[src/rtl/dp_alu_pkg.sv]
// Package: shared opcode values, flag bit positions and opcode-class
// helpers for the data-processing ALU. Assumes a 5-bit opcode.
package dp_alu_pkg;

    localparam int OPW = 5;

    localparam int FN = 3;
    localparam int FZ = 2;
    localparam int FC = 1;
    localparam int FV = 0;

    localparam logic [OPW-1:0] OP_AND = 5'h00;
    localparam logic [OPW-1:0] OP_EOR = 5'h01;
    localparam logic [OPW-1:0] OP_SUB = 5'h02;
    localparam logic [OPW-1:0] OP_RSB = 5'h03;
    localparam logic [OPW-1:0] OP_ADD = 5'h04;
    localparam logic [OPW-1:0] OP_ADC = 5'h05;
    localparam logic [OPW-1:0] OP_SBC = 5'h06;
    localparam logic [OPW-1:0] OP_RSC = 5'h07;
    localparam logic [OPW-1:0] OP_TST = 5'h08;
    localparam logic [OPW-1:0] OP_TEQ = 5'h09;
    localparam logic [OPW-1:0] OP_CMP = 5'h0A;
    localparam logic [OPW-1:0] OP_CMN = 5'h0B;
    localparam logic [OPW-1:0] OP_ORR = 5'h0C;
    localparam logic [OPW-1:0] OP_MOV = 5'h0D;
    localparam logic [OPW-1:0] OP_BIC = 5'h0E;
    localparam logic [OPW-1:0] OP_MVN = 5'h0F;
    localparam logic [OPW-1:0] OP_CLZ = 5'h10;

    // Adder-based opcodes, including the flag-only compares.
    function automatic logic is_arith(input logic [OPW-1:0] op);
        return (op inside {OP_SUB, OP_RSB, OP_ADD, OP_ADC, OP_SBC, OP_RSC, OP_CMP, OP_CMN});
    endfunction

    // Bitwise opcodes, including the flag-only tests.
    function automatic logic is_logic(input logic [OPW-1:0] op);
        return (op inside {OP_AND, OP_EOR, OP_TST, OP_TEQ, OP_ORR, OP_MOV, OP_BIC, OP_MVN});
    endfunction

    // Flag-only opcodes: always update flags, never write.
    function automatic logic is_flag_only(input logic [OPW-1:0] op);
        return (op inside {OP_TST, OP_TEQ, OP_CMP, OP_CMN});
    endfunction

endpackage

[src/rtl/dp_alu_addsub.sv]
// Adder unit: maps every add, subtract, reverse-subtract and compare
// opcode onto one W+1 bit adder by selecting and inverting the inputs.
// Assumes subtraction carries an inverted borrow (C=1 means no borrow).
module dp_alu_addsub
    import dp_alu_pkg::*;
#(
    parameter int W = 32
) (
    input  logic [OPW-1:0] op_i,
    input  logic [W-1:0]   a_i,
    input  logic [W-1:0]   b_i,
    input  logic           cin_i,
    output logic [W-1:0]   sum_o,
    output logic           cout_o,
    output logic           ovf_o
);

    logic [W-1:0] x_s;
    logic [W-1:0] y_s;
    logic         ci_s;
    logic [W:0]   full_s;

    // Select adder operands and carry-in for the opcode.
    always_comb begin
        x_s  = a_i;
        y_s  = b_i;
        ci_s = 1'b0;
        case (op_i)
            OP_ADC:         ci_s = cin_i;
            OP_SUB, OP_CMP: begin y_s = ~b_i; ci_s = 1'b1;  end
            OP_SBC:         begin y_s = ~b_i; ci_s = cin_i; end
            OP_RSB:         begin x_s = b_i; y_s = ~a_i; ci_s = 1'b1;  end
            OP_RSC:         begin x_s = b_i; y_s = ~a_i; ci_s = cin_i; end
            default:        ;
        endcase
    end

    // Single adder with carry out and signed-overflow detection.
    always_comb begin
        full_s = {1'b0, x_s} + {1'b0, y_s} + {{W{1'b0}}, ci_s};
        sum_o  = full_s[W-1:0];
        cout_o = full_s[W];
        ovf_o  = (x_s[W-1] == y_s[W-1]) && (full_s[W-1] != x_s[W-1]);
    end

endmodule

[src/rtl/dp_alu_bitwise.sv]
// Bitwise unit: AND, exclusive-or, OR, bit clear, move and move
// inverted; the test forms reuse AND and exclusive-or.
module dp_alu_bitwise
    import dp_alu_pkg::*;
#(
    parameter int W = 32
) (
    input  logic [OPW-1:0] op_i,
    input  logic [W-1:0]   a_i,
    input  logic [W-1:0]   b_i,
    output logic [W-1:0]   res_o
);

    // Pick the bitwise function for the opcode.
    always_comb begin
        case (op_i)
            OP_AND, OP_TST: res_o = a_i & b_i;
            OP_EOR, OP_TEQ: res_o = a_i ^ b_i;
            OP_ORR:         res_o = a_i | b_i;
            OP_BIC:         res_o = a_i & ~b_i;
            OP_MOV:         res_o = b_i;
            OP_MVN:         res_o = ~b_i;
            default:        res_o = '0;
        endcase
    end

endmodule

[src/rtl/dp_alu_lzc.sv]
// Leading-zero counter: number of zeros above the highest set bit,
// W for an all-zero input. Output width is derived from W.
module dp_alu_lzc #(
    parameter int W  = 32,
    parameter int CW = $clog2(W + 1)
) (
    input  logic [W-1:0]  val_i,
    output logic [CW-1:0] cnt_o
);

    // Scan upward; the highest set bit makes the last assignment.
    always_comb begin
        cnt_o = CW'(W);
        for (int i = 0; i < W; i++) begin
            if (val_i[i]) cnt_o = CW'(W - 1 - i);
        end
    end

endmodule

[src/rtl/dp_alu.sv]
// Data-processing ALU top: combines the adder, bitwise and leading-zero
// units, derives write enable and next flags per opcode class, and
// registers all outputs (one cycle latency, synchronous active-low reset).
// Assumes the second operand and shifter carry arrive already computed.
module dp_alu
    import dp_alu_pkg::*;
#(
    parameter int W = 32
) (
    input  logic           clk,
    input  logic           rst_n,
    input  logic [4:0]     op_i,
    input  logic [W-1:0]   opa_i,
    input  logic [W-1:0]   opb_i,
    input  logic           shc_i,
    input  logic [3:0]     flags_i,
    input  logic           setf_i,
    output logic [W-1:0]   res_o,
    output logic           wr_o,
    output logic [3:0]     flags_o
);

    localparam int CW = $clog2(W + 1);

    logic [W-1:0]  sum_s;
    logic          cout_s;
    logic          ovf_s;
    logic [W-1:0]  bit_s;
    logic [CW-1:0] lzc_s;
    logic          arith_s;
    logic          logic_s;
    logic          clz_s;
    logic [W-1:0]  res_c;
    logic          we_c;
    logic          upd_c;
    logic [3:0]    flags_c;

    dp_alu_addsub #(.W(W)) addsub_i (
        .op_i   (op_i),
        .a_i    (opa_i),
        .b_i    (opb_i),
        .cin_i  (flags_i[FC]),
        .sum_o  (sum_s),
        .cout_o (cout_s),
        .ovf_o  (ovf_s)
    );

    dp_alu_bitwise #(.W(W)) bitwise_i (
        .op_i  (op_i),
        .a_i   (opa_i),
        .b_i   (opb_i),
        .res_o (bit_s)
    );

    dp_alu_lzc #(.W(W), .CW(CW)) lzc_i (
        .val_i (opa_i),
        .cnt_o (lzc_s)
    );

    // Classify the opcode.
    always_comb begin
        arith_s = is_arith(op_i);
        logic_s = is_logic(op_i);
        clz_s   = (op_i == OP_CLZ);
    end

    // Select the result and decide write and flag update.
    always_comb begin
        if (arith_s)      res_c = sum_s;
        else if (logic_s) res_c = bit_s;
        else if (clz_s)   res_c = {{(W-CW){1'b0}}, lzc_s};
        else              res_c = '0;
        we_c  = ((arith_s || logic_s) && !is_flag_only(op_i)) || clz_s;
        upd_c = is_flag_only(op_i) || (setf_i && (arith_s || logic_s));
    end

    // Next flags: arithmetic takes adder C/V, logic takes shifter C and keeps V.
    always_comb begin
        flags_c = flags_i;
        if (upd_c) begin
            flags_c[FN] = res_c[W-1];
            flags_c[FZ] = (res_c == '0);
            flags_c[FC] = arith_s ? cout_s : shc_i;
            flags_c[FV] = arith_s ? ovf_s  : flags_i[FV];
        end
    end

    // Output register stage.
    always_ff @(posedge clk) begin
        if (!rst_n) begin
            res_o   <= '0;
            wr_o    <= 1'b0;
            flags_o <= '0;
        end else begin
            res_o   <= res_c;
            wr_o    <= we_c;
            flags_o <= flags_c;
        end
    end

endmodule

[config.mk]
export PLATFORM = sky130hd
export DESIGN_NAME = dp_alu
export DESIGN_NICKNAME = d
export VERILOG_FILES = /design/src/rtl/dp_alu_pkg.sv /design/src/rtl/dp_alu_addsub.sv /design/src/rtl/dp_alu_bitwise.sv /design/src/rtl/dp_alu_lzc.sv /design/src/rtl/dp_alu.sv
export SDC_FILE = /design/constraint.sdc
export NUM_CORES = 1
export LEC_CHECK = 0
export BUFFER_PORTS_ARGS = -buffer_cell sky130_fd_sc_hd__buf_2
export CAP_MARGIN = 30
export CELL_PAD_IN_SITES_DETAIL_PLACEMENT = 0
export CELL_PAD_IN_SITES_GLOBAL_PLACEMENT = 1
export CORE_ASPECT_RATIO = 1.1
export CORE_MARGIN = 2
export CORE_UTILIZATION = 30
export CTS_BUF_LIST = sky130_fd_sc_hd__clkbuf_8
export DETAILED_ROUTE_END_ITERATION = 10
export PLACE_DENSITY = 0.72
export SYNTH_ARGS = -nofsm -noshare
export SYNTH_HDL_FRONTEND = slang
export SYNTH_SLANG_ARGS = --single-unit
export TNS_END_PERCENT = 10
[constraint.sdc]
create_clock -name clk -period 18.04 [get_ports clk]
set_clock_uncertainty 0.05 [all_clocks]
set_input_delay 2.706 -clock clk [delete_from_list [all_inputs] [get_ports clk]]
set_output_delay 2.706 -clock clk [all_outputs]
set_load 0.01 [all_outputs]
; Yosys cells after proc, flatten, opt, wreduce, memory -nomap -nowiden
; Index checks and enable logic that the tools add are counted.
; W data, S select, Z words.
[classes]
eq_ne = 18
bitwise_logic = 6
mux = 42
n_reduce_logical = 18
n_addsub = 2
[ops]
columns = operator, n
row1 = $mux W6, 33
row2 = $pmux W32 S6, 1
row3 = $mux W32, 3
row4 = $and A32 B32 Y32, 2
row5 = $not A32 Y32, 2
row6 = $pmux W32 S2, 1
row7 = $eq A5 B4 Y1 const B, 8
row8 = $add A32 B32 Y33, 1
row9 = $add A33 B1 Y33, 1
row10 = $logic_not A32 Y1, 1
row11 = $or A32 B32 Y32, 1
row12 = $xor A32 B32 Y32, 1
row13 = $eq A5 B3 Y1 const B, 4
row14 = $reduce_bool A8 Y1, 2
row15 = $eq A5 B2 Y1 const B, 2
row16 = $reduce_or A3 Y1, 3
row17 = $reduce_or A2 Y1, 3
row18 = $eq A5 B1 Y1 const B, 1
row19 = $eq A5 B5 Y1 const B, 1
row20 = $logic_not A5 Y1, 1
row21 = $mux W4, 1
row22 = $reduce_bool A4 Y1, 1
row23 = $logic_and A1 B1 Y1, 3
row24 = $logic_or A1 B1 Y1, 3
row25 = 5 further kinds, 6
[word_totals]
wordCells = 89
ff_bits = 37
out_inout_bits = 37

; Logic depth before layout (Yosys ltp)
; Gate-level depths: netlist of run 1.
[logic_depth]
depth_word = 37
ltp_mapped = 23
ltp_nobuf = 19

; Cells and area by module
; Synthesis of run 1 repeated with hierarchy kept, for this count alone.
[unflattened]
cells_unflattened = 979
hier_area_um2 = 6816.5
[by_module_without_submodules]
columns = module, n_inst, cells_each, seq_area_each_um2, area_per_inst_um2
row1 = dp_alu_addsub, 1, 390, 0.0, 2645.0
row2 = dp_alu_bitwise, 1, 324, 0.0, 2192.1
row3 = dp_alu, 1, 200, 740.7, 1611.5
row4 = dp_alu_lzc, 1, 65, 0.0, 367.9

; Worst setup path before layout of run 1
; No wires, ideal clock.
[synth_path]
kind = input to register
from = input op_i[1]
to = register flags_o[2]
required_ns = 17.921
cell_stages = 20
path_buffers = 4
arrival_time_ns = 7.642
setup_ns = 0.069
slack_ns = 10.279
cell_sequence = buf_2 -> buf_2 -> buf_1 -> buf_2 -> nand3_1 -> o22ai_1 -> a31oi_1 -> fa_1 -> fa_1 -> nand2b_1 -> a211o_1 -> a211o_1 -> a2111oi_4 -> nor2_2 -> o41ai_4 -> a21oi_2 -> mux2i_1 -> a221o_1 -> a2111o_1 -> o21ai_1
[synth_between]
elab_chain_len = 8
word_cells_on_any_way = 40
cone_classes = add/sub (2) / eq/ne (16) / mux (8) / reduce/logical (14)
[synth_rtl]
columns = element, line_no
row1 = start: declaration, dp_alu.sv:12  ; input logic [4:0] op_i,
row2 = "$eq A5 B2 Y1, or another cell as far along", "dp_alu_pkg.sv:32, dp_alu_addsub.sv:28"
row3 = $reduce_or A3 Y1 (no source line) / $reduce_or A2 Y1 (equally long branches), n/a
row4 = $pmux W32 S2 / $mux W32 (equally long branches), dp_alu_addsub.sv:28  ; case (op_i)
row5 = $add A32 B32 Y33, dp_alu_addsub.sv:40  ; full_s = {1'b0, x_s} + {1'b0, y_s} + {{W{1'b0}}, ci_s};
row6 = $add A33 B1 Y33, dp_alu_addsub.sv:40
row7 = $mux W32, dp_alu.sv:69  ; if (arith_s) res_c = sum_s;
row8 = $logic_not A32 Y1, dp_alu.sv:82  ; flags_c[FZ] = (res_c == '0);
row9 = $mux W4 (*), dp_alu.sv:80  ; if (upd_c) begin
row10 = end signal: assignment, dp_alu.sv:97  ; flags_o <= flags_c;
row11 = end: declaration, dp_alu.sv:20  ; output logic [3:0] flags_o
; Every way passes the cells marked *; elsewhere a longest branch is shown, timed or not.
; A chain may end at the register's enable or synchronous reset.

; Final worst setup path of run 1
; Same ends and word-level chain as after synthesis.

==> results.yml, run 1 <==
run_status:
  status: "complete, no violations"
logic_synthesis:
  syn_nets: 1136
  synth.cell_area_mm2: 0.006604
  ys_ff_latch: 37
  synth.distinct_cells: 82
  syn_inst: 994
  ys_seq_area_share_pct: 11.22
  syn_avg_cell_area_um2: 6.644
  synth_edf_count: 0
  ys.warnings.count: 0
  ys.flop_type: "dfxtp_1"
  synthArstFlopShare_pct: 0
detailed_routing:
  drc: 0
  detail_route.wl_per_cell_um: 19.83
  vias: 7717
  via_per_inst: 5.691
  ant_nets: 0
  drtIter0Drc: 701
  drtPass1Iterations: 5
  wl_um: 26880
finish:
  seqCellArea_um2: 740.7
  drive_above_1_share_pct: 15.29
  multiInputGateArea_mm2: 0.005344
  fillCellCount: 2423
  mostFrequentLayoutCell: "o21ai_0"
  final_cell_mix: "o21ai_0, nand2_1, buf_2"
  nNetsFinal: 1207
  final_area_mm2: 0.007542
  diodes: 0
  layout-area-overhead-vs-synth_pct: 14.21
global_route:
  grt_pass1_vias: 7166
  overflow: 0
  grt_use_total_pct: 22.50
  grt_max_degree: 53
  grt_pass1_wl_um: 41580
  grt_antenna_before_repair: 0
sta:
  hold-worst-slack_ns: 2.551
  worst_slack_ns: 10.20
  max_freq_mhz: 127.5
  slew_violations: 0
  tightest_slew_ns: 0.9422
  rsz0062_at_grt: "false"
  min_period_over_period_pct: 43.47
  final-hold-violation-count: 0
  finalCriticalPeriod_ns: 7.842
  setup_tns_ns: 0
  finalSetupViolCount: 0
  max-slew-margin-rel_pct: 35.56
worst_hold_path:
  min_to: "flags_o[0]"
  min_path_cells: 3
  min-delay-path-class: "in2reg"
  min_from: "flags_i[0]"
floorplanning:
  fp.dieW_um: 145.5
  start_util_pct: 30.80
  io_pins: 114
  rows: 56
  die_h_um: 159.6
  die-area_mm2: 0.02322
  core-area_mm2: 0.02144
worst_setup_path:
  worstPathRequired_ns: 18.25
  cp_max_fo: 52
  worstSetupPathType: "in2reg"
  start_kind: "primary input"
  worstPathArrival_ns: 8.05
  crit_path_end_kind: "register"
clocking:
  clock_sinks: 37
  cts_buffer_depth: 2
  clockRootBuffer: "clkbuf_8"
  post_cts_buffers: 0
  h-tree-depth: 2
  cts_buffers: 5
  ctsResizeCount: 0
  clk_pin_slew_ns: 0.11
  cts_tree: "built"
  hold_buffers: 0
placed_design:
  hpwl_um: 19930
  place_ws_ns: 9.883
  gp_congestion: 0.9141
  portBuffers: 113
  placed_cell_area_mm2: 0.007427
power:
  leakage_uw: 0.003261
  power_uw: 398.9
  p_per_area_mw_per_mm2: 52.89
  ir_drop_v: 0.00002564
flow_run:
  drv_cap: 0
==> metrics by stage <==
stage          instances  utilization (%)
2_1_floorplan        994                -
3_3_place_gp        1346            34.46
3_5_place_dp        1348            34.64
4_1_cts             1356            35.18
5_1_grt             1356            35.18
6_report            1356            35.18
==> metal layers <==
layer	vias to the layer above	GRT usage, %	wire length (um)
met3	41	3.714	1554
met1	3653	29.49	11720
li1	3762	-	-
met2	261	37.94	12940
met4	0	6.729	675
met5	-	0	0
==> report_power, final <==
| part | switching [uW] | internal [uW] |
|---|---|---|
| clock | 39.9 | 41.5 |
| combinational | 142 | 84.9 |
| sequential | 1.70 | 88.7 |
| total | 184 | 215 |
==> critical path, cell delays in order <==
cell	delay (ns)
buf_2	0.07
buf_4	0.60
nand4bb_1	0.17
buf_4	0.30
o22ai_1	0.20
a31oi_1	0.07
fa_1	0.44
fa_1	0.46
nand2b_1	0.20
a211o_1	0.31
a211o_1	0.37
a2111oi_4	0.47
nor2_2	0.10
o41ai_4	0.45
a21oi_2	0.14
mux2i_1	0.13
a221o_1	0.36
a2111o_1	0.35
o21ai_1	0.11
==> cells in the mapped netlist (6+ instances only) <==
| cell | instances | area [um^2] |
|---|---|---|
| mux2i_1 | 10 | 100.1 |
| nor2b_1 | 8 | 50.05 |
| inv_1 | 76 | 285.3 |
| nor2_1 | 62 | 232.7 |
| nand2b_1 | 13 | 81.33 |
| clkbuf_1 | 46 | 172.7 |
| o221ai_1 | 11 | 96.34 |
| a211o_1 | 6 | 52.55 |
| nand4_1 | 7 | 43.79 |
| o211ai_1 | 8 | 60.06 |
| o21a_1 | 13 | 97.59 |
| nand3_1 | 20 | 100.1 |
| nor4_1 | 11 | 68.82 |
| ha_1 | 63 | 788.3 |
| or4_1 | 7 | 52.55 |
| a21oi_1 | 66 | 330.3 |
| buf_1 | 6 | 22.52 |
| xnor2_1 | 9 | 78.83 |
| nor3_1 | 15 | 75.07 |
| a22oi_1 | 27 | 202.7 |
| dfxtp_1 | 37 | 740.7 |
| a21o_1 | 11 | 82.58 |
| and2_1 | 12 | 75.07 |
| a31oi_1 | 9 | 56.30 |
| nand2_1 | 127 | 476.7 |
| a221oi_1 | 9 | 78.83 |
| o21ai_0 | 152 | 760.7 |
| and3_1 | 9 | 56.30 |
| a211oi_1 | 6 | 45.04 |
| xor2_1 | 35 | 306.5 |
| buf_2 | 8 | 40.04 |
==> sequential cells by signal, summed over array words and instances (netlist names) <==
register and cells:
res_o 32, flags_o 4, wr_o 1
==> layout make-up <==
class,count,area share (%)
clock inverters,3,0.6138
well taps,290,4.811
multi-input cells,818,70.85
clock buffers,5,0.9124
repair buffers,127,9.207
flip-flops and latches,37,9.821
inverters,76,3.782
==> cells by family after synthesis <==
logic type	Yosys count	share of synthesized area (%)
AND/OR/NAND/NOR	322	23.57
XOR/XNOR	44	5.836
adder cells (fa/ha/maj)	65	12.54
multiplexers	14	2.198
AO/OA/AOI/OAI	373	36.40
buffers and inverters	139	8.242
flip-flops	37	11.22
==> worst max-delay path by stage <==
stage | start | end | slack, ns
floorplan | op_i[1] | flags_o[2] | 10.28
finish | op_i[1] | flags_o[2] | 10.20
detailed placement | op_i[1] | flags_o[2] | 9.88
global route | op_i[1] | flags_o[2] | 9.85
CTS | op_i[1] | flags_o[2] | 10.22
global placement | op_i[1] | flags_o[2] | 9.91
No activity file was read; power rests on OpenSTA's default activity.
==> run 2: changes to the inputs <==
--- a/config.mk
+++ b/config.mk
@@ -5,6 +5,7 @@
 export SDC_FILE = /design/constraint.sdc
 export NUM_CORES = 1
 export LEC_CHECK = 0
+export ABC_AREA = 1
 export BUFFER_PORTS_ARGS = -buffer_cell sky130_fd_sc_hd__buf_2
 export CAP_MARGIN = 30
 export CELL_PAD_IN_SITES_DETAIL_PLACEMENT = 0
@@ -14,7 +15,7 @@
 export CORE_UTILIZATION = 30
 export CTS_BUF_LIST = sky130_fd_sc_hd__clkbuf_8
 export DETAILED_ROUTE_END_ITERATION = 10
-export PLACE_DENSITY = 0.72
+export PLACE_DENSITY = 0.74
 export SYNTH_ARGS = -nofsm -noshare
 export SYNTH_HDL_FRONTEND = slang
 export SYNTH_SLANG_ARGS = --single-unit
==> constraint.sdc (replaced) <==
create_clock -name clk -period 7.5 [get_ports clk]
set_clock_uncertainty 0.05 [all_clocks]
set_input_delay 1.125 -clock clk [delete_from_list [all_inputs] [get_ports clk]]
set_output_delay 1.125 -clock clk [all_outputs]
set_load 0.01 [all_outputs]
==> results.yml, run 2 <==
global_route:
  grt_pass1_wl_um: 38000
  grt_antenna_before_repair: 0
  grt_use_total_pct: 21.74
  grt_pass1_vias: 7181
  overflow: 0
  grt_max_degree: 50
finish:
  layout-area-overhead-vs-synth_pct: 13.92
  fillCellCount: 2312
  final_cells: 1375
  diodes: 0
  drive_above_1_share_pct: 14.66
  layout_top_registers: "res_o: 32 flops, flags_o: 4 flops, wr_o: 1 flops"
  final_cell_mix: "nand2_1, o21ai_0, inv_1"
  largest_register_ffs: 32
  top_register: "res_o"
  fin_util_pct: 34.58
  nNetsFinal: 1260
  mostFrequentLayoutCell: "nand2_1"
detailed_routing:
  drtPass1Iterations: 7
  vias: 7628
  wl_um: 24240
  drtIter0Drc: 462
  detail_route.wl_per_cell_um: 17.63
  drc: 0
  via_per_inst: 5.548
  ant_nets: 0
worst_setup_path:
  start_kind: "primary input"
  worstSetupPathType: "in2reg"
  cp_max_fo: 33
  worstPathRequired_ns: 7.71
  worstPathArrival_ns: 5.84
  crit_path_end_kind: "register"
sta:
  tightest_slew_ns: 1.009
  finalCriticalPeriod_ns: 5.634
  slew_violations: 0
  finalSetupViolCount: 0
  setup_tns_ns: 0
  max_freq_mhz: 177.5
  min_period_over_period_pct: 75.12
  max-slew-margin-rel_pct: 32.67
  worst_slack_ns: 1.866
  rsz0062_at_grt: "false"
  final-hold-violation-count: 0
power:
  leakage_uw: 0.003292
  ir_drop_v: 0.00005004
  p_per_area_mw_per_mm2: 121.0
clocking:
  clk_pin_slew_ns: 0.09
  hold_buffers: 0
  clock_sinks: 37
  cts_tree: "built"
  cts_buffer_depth: 2
  h-tree-depth: 2
  clockRootBuffer: "clkbuf_8"
  post_cts_buffers: 0
  cts_buffers: 5
  ctsResizeCount: 0
floorplanning:
  die-area_mm2: 0.02185
  io_pins: 114
  fp.dieW_um: 141.1
  core-area_mm2: 0.02044
  start_util_pct: 30.35
  rows: 55
  die_h_um: 154.8
flow_run:
  drv_cap: 0
logic_synthesis:
  synth.cell_area_mm2: 0.006203
  ys_ff_latch: 37
  ys.warnings.count: 0
  syn_avg_cell_area_um2: 6.017
  synthArstFlopShare_pct: 0
  synth_top_area_share_pct: 12.71
  yosysTopAreaCell: "ha_1"
  ys_seq_area_share_pct: 11.94
  synth.distinct_cells: 55
  synthTopCellsByCount: "nand2_1, o21ai_0, inv_1"
  syn_inst: 1031
  yosysMostFrequentCell: "nand2_1"
  synth_edf_count: 0
  ys_top_cells_by_area: "ha_1, nand2_1, dfxtp_1, o21ai_0, a21oi_1"
  ys.flop_type: "dfxtp_1"
  syn_nets: 1173
placed_design:
  gp_congestion: 0.9079
  hpwl_um: 18220
  place_ws_ns: 1.551
  placedCellCount: 1367
  portBuffers: 113
run_status:
  status: "complete, no violations"
worst_hold_path:
  min-delay-path-class: "in2reg"
==> run 2: changes by cell type after synthesis, moves of 22 or more <==
cell / before / now
a21oi_1: 66 / 89
nand2_1: 127 / 203
xor2_1: 35 / 4
nand3_1: 20 / 65
o221ai_1: 11 / 33
inv_1: 76 / 118
a22oi_1: 27 / 0
nor2_1: 62 / 89
==> run 2: worst max-delay path, cell delays in order <==
cell and delay, ns:
buf_2 0.21, nand2_1 0.13, nor3_2 0.11, buf_4 0.32
clkinv_1 0.54, o22ai_1 0.34, a21oi_1 0.09, fa_1 0.43
fa_1 0.47, inv_1 0.11, nand3_1 0.07, nand2_1 0.15
xor2_1 0.09, nand2_1 0.07, o21ai_0 0.12, nor2_2 0.16
nand2_1 0.07, nor2_1 0.14, nand4_1 0.09, nor2_1 0.09
nand4_1 0.12, nor2_1 0.13, nand4_1 0.11, nor2_1 0.14
nand3_1 0.08, nor2_1 0.09, nand3_1 0.09, a21oi_2 0.13
==> run 2: stage by stage <==
| step | hold WS, ns | total power [uW] | instance area (um^2) |
|---|---|---|---|
| after global routing | 1.035 | 922.7 | 7067 |
| after global placement | 1.351 | 679.7 | 6962 |
| after floorplan | 1.213 | 531.8 | 6203 |
| after detailed placement | 1.351 | 679.8 | 6965 |
| final | 1.026 | 854.8 | 7067 |
| after CTS | 1.007 | 856.6 | 7067 |
==> run 2: final timing paths <==
| kind | start | to | cells after the start |
|---|---|---|---|
| setup / recovery | op_i[1] | flags_o[2] | 28 |
| hold / removal | rst_n | flags_o[1] | 3 |
==> run 2: cell type report <==
cell class	instances	area [um^2]	area share [%]
clock inverter	1	5.005	0.07082
timing repair buffer	128	674.4	9.543
clock buffer	7	96.34	1.363
sequential	37	740.7	10.48
tap	256	320.3	4.533
multi-input combinational	820	4750	67.21
inverter	126	480.5	6.799
==> run 2: routing by layer <==
metal / wire length (um) / vias up / track usage [%]
li1: - / 3820 / -
met1: 10730 / 3511 / 28.04
met2: 11710 / 260 / 38.12
met3: 1337 / 37 / 2.786
met4: 454 / 0 / 5.667
met5: 0 / - / 0
==> run 2: logic make-up after synthesis <==
kind of cell	share of synthesized area, %
AO/OA/AOI/OAI	34.25
flip-flops	11.94
AND/OR/NAND/NOR	27.69
XOR/XNOR	0.9883
buffers and inverters	11.78
adder cells (fa/ha/maj)	13.35
==> run 2: report_power, final <==
part / leakage, uW / internal, uW / switching (uW)
sequential: 0.000304 / 214 / 3.37
clock: 0.0000542 / 83.4 / 89.9
combinational: 0.00293 / 157 / 307
